$ cat src/rtl/fcmp_pkg.sv
package fcmp_pkg;

    // Bit positions of the one-hot relation code in the result word
    localparam int REL_LT    = 0;
    localparam int REL_EQ    = 1;
    localparam int REL_GT    = 2;
    localparam int REL_UNORD = 3;
    localparam int REL_W     = 4;
    localparam int SUB_A_BIT = 4;
    localparam int SUB_B_BIT = 5;

    // Operand class derived from the encoding
    typedef struct packed {
        logic sign;
        logic is_zero;
        logic is_sub;
        logic is_nan;
        logic is_snan;
    } opnd_cls_t;

    // Output-stage sequencer
    typedef enum logic [0:0] {
        ST_IDLE = 1'b0,
        ST_HOLD = 1'b1
    } fcmp_state_t;

endpackage

$ cat src/rtl/fcmp_classify.sv
module fcmp_classify
    import fcmp_pkg::*;
#(
    parameter int EXP_W  = 8,
    parameter int FRAC_W = 23
) (
    input  logic [EXP_W+FRAC_W:0]   op,
    output opnd_cls_t               cls,
    output logic [EXP_W+FRAC_W-1:0] mag
);
    localparam int OP_W = EXP_W + FRAC_W + 1;

    logic [EXP_W-1:0]  exp_f;
    logic [FRAC_W-1:0] frac_f;
    logic              exp_ones;
    logic              exp_none;
    logic              frac_none;

    assign exp_f     = op[OP_W-2:FRAC_W];
    assign frac_f    = op[FRAC_W-1:0];
    assign exp_ones  = &exp_f;
    assign exp_none  = ~|exp_f;
    assign frac_none = ~|frac_f;

    always_comb begin
        cls.sign    = op[OP_W-1];
        cls.is_zero = exp_none & frac_none;
        cls.is_sub  = exp_none & ~frac_none;
        cls.is_nan  = exp_ones & ~frac_none;
        // quiet bit is the top fraction bit
        cls.is_snan = exp_ones & ~frac_none & ~frac_f[FRAC_W-1];
    end

    // Magnitude without the sign: monotonic in value for non-NaN encodings
    assign mag = op[OP_W-2:0];

    // Subnormal and zero are exclusive classes
    always_comb begin
        assert (!(cls.is_sub && cls.is_zero)) else $error("AST_SUB_NOT_ZERO");
    end

endmodule

$ cat src/rtl/fcmp_order.sv
module fcmp_order
    import fcmp_pkg::*;
#(
    parameter int MAG_W = 31
) (
    input  opnd_cls_t          cls_a,
    input  opnd_cls_t          cls_b,
    input  logic [MAG_W-1:0]   mag_a,
    input  logic [MAG_W-1:0]   mag_b,
    output logic [REL_W-1:0]   rel
);
    logic mag_eq;
    logic mag_a_big;

    assign mag_eq    = (mag_a == mag_b);
    assign mag_a_big = (mag_a > mag_b);

    always_comb begin
        rel = '0;
        if (cls_a.is_nan || cls_b.is_nan) begin
            rel[REL_UNORD] = 1'b1;
        end else if (cls_a.is_zero && cls_b.is_zero) begin
            rel[REL_EQ] = 1'b1;
        end else if (cls_a.sign != cls_b.sign) begin
            if (cls_a.sign) rel[REL_LT] = 1'b1;
            else            rel[REL_GT] = 1'b1;
        end else if (mag_eq) begin
            rel[REL_EQ] = 1'b1;
        end else if (mag_a_big ^ cls_a.sign) begin
            rel[REL_GT] = 1'b1;
        end else begin
            rel[REL_LT] = 1'b1;
        end
    end

    always_comb begin
        assert ($countones(rel) == 1) else $error("AST_REL_ONE_HOT_COMB");
    end

endmodule

$ cat src/rtl/fcmp_unit.sv
module fcmp_unit
    import fcmp_pkg::*;
#(
    parameter int EXP_W  = 8,
    parameter int FRAC_W = 23,
    parameter int RES_W  = 32
) (
    input  logic                      clk,
    input  logic                      rst_n,
    input  logic                      in_valid,
    input  logic [EXP_W+FRAC_W:0]     op_a,
    input  logic [EXP_W+FRAC_W:0]     op_b,
    output logic                      out_valid,
    output logic [RES_W-1:0]          result,
    output logic                      exc_invalid,
    output logic                      exc_summary
);
    localparam int OP_W  = EXP_W + FRAC_W + 1;
    localparam int MAG_W = OP_W - 1;
    localparam int N_OPS = 2;

    logic [OP_W-1:0]  ops  [N_OPS];
    opnd_cls_t        cls  [N_OPS];
    logic [MAG_W-1:0] mags [N_OPS];

    assign ops[0] = op_a;
    assign ops[1] = op_b;

    for (genvar g = 0; g < N_OPS; g++) begin : g_cls
        fcmp_classify #(
            .EXP_W  (EXP_W),
            .FRAC_W (FRAC_W)
        ) i_classify (
            .op  (ops[g]),
            .cls (cls[g]),
            .mag (mags[g])
        );
    end

    logic [REL_W-1:0] rel;

    fcmp_order #(
        .MAG_W (MAG_W)
    ) i_order (
        .cls_a (cls[0]),
        .cls_b (cls[1]),
        .mag_a (mags[0]),
        .mag_b (mags[1]),
        .rel   (rel)
    );

    // Combinational result word and exception strobes
    logic [RES_W-1:0] res_d;
    logic             inv_d;
    logic             sum_d;

    always_comb begin
        res_d              = '0;
        res_d[REL_W-1:0]   = rel;
        res_d[SUB_A_BIT]   = cls[0].is_sub;
        res_d[SUB_B_BIT]   = cls[1].is_sub;
        inv_d              = cls[0].is_snan | cls[1].is_snan;
        sum_d              = inv_d;
    end

    // Sequencer: state register
    fcmp_state_t state_q, state_d;

    always_ff @(posedge clk) begin
        if (!rst_n) state_q <= ST_IDLE;
        else        state_q <= state_d;
    end

    // Sequencer: next state (LAUNCH, STREAM, DRAIN, REST)
    always_comb begin
        state_d = state_q;
        unique case (state_q)
            ST_IDLE: state_d = in_valid ? ST_HOLD : ST_IDLE;
            ST_HOLD: state_d = in_valid ? ST_HOLD : ST_IDLE;
            default: state_d = ST_IDLE;
        endcase
    end

    // Output process: load on request, clear otherwise
    logic [RES_W-1:0] res_q;
    logic             inv_q;
    logic             sum_q;

    always_ff @(posedge clk) begin
        if (!rst_n) begin
            res_q <= '0;
            inv_q <= 1'b0;
            sum_q <= 1'b0;
        end else if (in_valid) begin
            res_q <= res_d;
            inv_q <= inv_d;
            sum_q <= sum_d;
        end else begin
            res_q <= '0;
            inv_q <= 1'b0;
            sum_q <= 1'b0;
        end
    end

    assign out_valid   = (state_q == ST_HOLD);
    assign result      = res_q;
    assign exc_invalid = inv_q;
    assign exc_summary = sum_q;

    AST_VALID_LATENCY: assert property (@(posedge clk) disable iff (!rst_n)
        in_valid |=> out_valid) else $error("AST_VALID_LATENCY");
    AST_IDLE_QUIET: assert property (@(posedge clk) disable iff (!rst_n)
        !out_valid |-> (result == '0 && !exc_invalid && !exc_summary)) else $error("AST_IDLE_QUIET");
    AST_REL_ONE_HOT: assert property (@(posedge clk) disable iff (!rst_n)
        out_valid |-> ($countones(result[REL_W-1:0]) == 1)) else $error("AST_REL_ONE_HOT");
    AST_NAN_UNORDERED: assert property (@(posedge clk) disable iff (!rst_n)
        (in_valid && (cls[0].is_nan || cls[1].is_nan)) |=> result[REL_UNORD]) else $error("AST_NAN_UNORDERED");
    AST_INVALID_UNORD: assert property (@(posedge clk) disable iff (!rst_n)
        exc_invalid |-> result[REL_UNORD]) else $error("AST_INVALID_UNORD");
    AST_SUMMARY_CLEAR: assert property (@(posedge clk) disable iff (!rst_n)
        (out_valid && !result[REL_UNORD]) |-> !exc_summary) else $error("AST_SUMMARY_CLEAR");
    AST_UPPER_ZERO: assert property (@(posedge clk) disable iff (!rst_n)
        result[RES_W-1:SUB_B_BIT+1] == '0) else $error("AST_UPPER_ZERO");

endmodule

$ cat config.mk
export PLATFORM = sky130hd
export DESIGN_NAME = fcmp_unit
export DESIGN_NICKNAME = d
export VERILOG_FILES = /design/src/rtl/fcmp_pkg.sv /design/src/rtl/fcmp_classify.sv /design/src/rtl/fcmp_order.sv /design/src/rtl/fcmp_unit.sv
export SDC_FILE = /design/constraint.sdc
export NUM_CORES = 1
export LEC_CHECK = 0
export ABC_AREA = 1
export BUFFER_PORTS_ARGS = -buffer_cell sky130_fd_sc_hd__buf_2
export CAP_MARGIN = 10
export CORE_ASPECT_RATIO = 1.1
export CORE_MARGIN = 8
export CORE_UTILIZATION = 32
export CTS_CLUSTER_DIAMETER = 50
export DETAILED_ROUTE_END_ITERATION = 8
export GPL_TIMING_DRIVEN = 0
export HOLD_SLACK_MARGIN = 0.06
export PLACE_DENSITY = 0.65
export SLEW_MARGIN = 0
export SYNTH_ARGS = -nofsm -noshare
export SYNTH_HDL_FRONTEND = slang
export SYNTH_SLANG_ARGS = --single-unit
$ cat constraint.sdc
create_clock -name clk -period 1.53 [get_ports clk]
set_input_delay 0.0765 -clock clk [delete_from_list [all_inputs] [get_ports clk]]
set_output_delay 0.0765 -clock clk [all_outputs]
set_load 0.1 [all_outputs]
==> impl_metrics.env <==
export IMPL_status="finished clean"
export IMPL_clock_sinks=8
export IMPL_grt_pass1_vias=1960
export IMPL_crit_type="input pin to flip-flop"
export IMPL_syn_avg_cell_area_um2=6.261
export IMPL_p_int_uw=598.7
export IMPL_gp_congestion=0.7915
export IMPL_nFillCells=530
export IMPL_slew_viol_final=0
export IMPL_diodes=0
export IMPL_die_h_um=91.81
export IMPL_p_switching_uw=604.0
export IMPL_clk_pin_slew_ns=0.04
export IMPL_io_pins=102
export IMPL_seqPwrFrac=0.179
export IMPL_cp_start_kind="input pin"
export IMPL_timing_final_crit_share=0.8623
export IMPL_cts_resized=0
export IMPL_area_delta_synth_final_pct=34.88
export IMPL_final_hold_violation_count=0
export IMPL_syn_instance_count=267
export IMPL_drt_initial_drc_count=39
export IMPL_antenna_left=0
export IMPL_p_leak_uw=0.001470
export IMPL_yosys_warnings=0
export IMPL_fin_nets=470
export IMPL_cp_arrival_ns=1.47
export IMPL_fp_coreArea_mm2=0.005034
export IMPL_grt_first_pass_wirelength_um=7900
export IMPL_start_util=0.3321
export IMPL_routed_wl_um=4652
export IMPL_setup_viol=0
export IMPL_post_drt_wl_per_cell_um=10.87
export IMPL_dp_final_hpwl_um=4398
export IMPL_synth_top_area_cell="ha_1"
export IMPL_cts_buffer_depth=2
export IMPL_dieArea_mm2=0.007795
export IMPL_cts_hold_buffers=0
export IMPL_netlist_area_mm2=0.001672
export IMPL_worst_path_max_fanout=3
export IMPL_power_density_mw_per_mm2=533.4
export IMPL_htree_levels=1
export IMPL_finalCriticalPeriod_ns=1.319
export IMPL_synth_edf_count=0
export IMPL_setup_worst_path_end_class="flip-flop"
export IMPL_ys_seq_elements=8
export IMPL_numPortBuffers=75
export IMPL_layout_drive_gt1_share=0.3189
export IMPL_fin_cells=428
export IMPL_die_width_um=84.91
export IMPL_antenna_found_initial=0
export IMPL_synth_cell_types=26
export IMPL_ys_seq_area_frac=0.09581
export IMPL_multi_input_area_mm2=0.001196
export IMPL_rsz0062_at_grt="no"
export IMPL_tritoncts="done"
export IMPL_clockPowerShare=0.205
export IMPL_p_comb_frac=0.616
export IMPL_vias_per_cell=4.262
export IMPL_synth_top_area_frac=0.2320
export IMPL_drv_cap=0
export IMPL_ys_dominant_reg_cell="dfxtp_1"
export IMPL_fmax_ghz=0.7580
export IMPL_required_ns=1.69
export IMPL_grt_overflow=0
export IMPL_swShare=0.5022
export IMPL_cts_made_buffers=3
export IMPL_seq_area_um2=160.2
export IMPL_synth_area_leaders="ha_1, inv_1, nand2_1"
export IMPL_async_flop_share=0
export IMPL_grt_max_degree=7
export IMPL_ir_drop_v=0.0002891
export IMPL_vias=1824
export IMPL_grt_usage=0.1201
export IMPL_post_cts_buffers=0
export IMPL_dp_cells=425
export IMPL_rows=27
export IMPL_dr_pass1_iters=5
export IMPL_fin_setup_tns_ns=0
export IMPL_clockRootBuffer="clkbuf_8"
export IMPL_hold_path_class="input pin to flip-flop"
export IMPL_drc=0
-- through the flow --
step	hold slack [ns]	area (um^2)	setup WS (ns)	utilization	total power (uW)
after floorplan	0.2491	1765	0.09727	-	796.9
after global placement	0.3877	2213	0.03708	0.4397	951.3
after detailed placement	0.3920	2213	-0.01835	0.4397	958.5
after CTS	0.1586	2255	0.2157	0.4479	1205
after global routing	0.1683	2255	0.06196	0.4479	1296
final	0.1630	2255	0.2107	0.4479	1203
-- synthesized netlist by cell type, types with 2 or more instances --
cell and number:
dfxtp_1 8, buf_4 27, nand4_1 14, and2_1 2, ha_1 31, nand3_1 12, inv_1 55, nand2_2 5
nor2_1 26, nor3_1 2, nor3_2 3, a21oi_1 13, nand2_1 55, a21o_1 2
-- power groups by stage --
stage          logic [uW]  registers [uW]  clock network [uW]
2_1_floorplan         542             255                   0
3_3_place_gp          733             219                   0
3_5_place_dp          740             219                   0
4_1_cts               743             215                 247
5_1_grt               817             216                 264
6_report              741             215                 246
-- cell families (layout without fill, tap and decap cells) --
family / Yosys count / count (layout) / share of synthesized area
buf+inv: 82 / 160 / 0.2448
simple gates: 128 / 128 / 0.3690
fa+ha+maj: 31 / 31 / 0.2320
flops: 8 / 8 / 0.09581
compound gates: 17 / 17 / 0.05614
other cells: 1 / 26 / 0.002243
-- state kept, by name, indices dropped and copies added, names as in the netlist --
signal,flops
exc_summary,1
out_valid,1
result,6
-- routing by layer --
| metal | track usage | up-vias | routed length, um |
|---|---|---|---|
| li1 | - | 1004 | - |
| met1 | 0.1258 | 748 | 1932 |
| met2 | 0.2280 | 68 | 2335 |
| met3 | 0.03657 | 4 | 350 |
| met4 | 0.02675 | 0 | 34 |
| met5 | 0 | - | 0 |
-- worst max-delay path, cell delays in order --
cell and delay (ns):
buf_2 0.09, inv_1 0.05, ha_1 0.28, nand2_1 0.10, nor2_4 0.17, nand3_1 0.11, nor2_1 0.11, nand2_1 0.07
nand2_2 0.09, nand2_2 0.06, nand2_1 0.05, nand3_1 0.08, a21oi_1 0.14
-- final timing paths --
path / startpoint / end / slack (ns) / cells after the start
worst max-delay path: op_b[30] / result[0]$_SDFF_PP0_ / 0.21 / 13
worst min-delay path: op_b[22] / exc_summary$_SDFF_PN0_ / 0.16 / 4
-- placed cells by master (no fill, tap or decap), types with 2 or more instances in the layout --
| cell | synthesis | routed |
|---|---|---|
| a21o_1 | 2 | 2 |
| a21oi_1 | 13 | 13 |
| and2_1 | 2 | 2 |
| buf_2 | 0 | 75 |
| buf_4 | 27 | 27 |
| clkbuf_8 | 0 | 3 |
| conb_1 | 1 | 26 |
| dfxtp_1 | 8 | 8 |
| ha_1 | 31 | 31 |
| inv_1 | 55 | 55 |
| nand2_1 | 55 | 55 |
| nand2_2 | 5 | 5 |
| nand3_1 | 12 | 12 |
| nand4_1 | 14 | 14 |
| nor2_1 | 26 | 26 |
| nor3_1 | 2 | 2 |
| nor3_2 | 3 | 3 |
-- layout make-up --
cell class / instances / share of cell area
Buffer: 27 / 0.08990
Clock buffer: 3 / 0.01831
Inverter: 55 / 0.09157
Multi-Input combinational cell: 202 / 0.5305
Sequential cell: 8 / 0.07103
Tap cell: 58 / 0.03219
Timing Repair Buffer: 75 / 0.1665
Power figures use the tool's default switching activity.
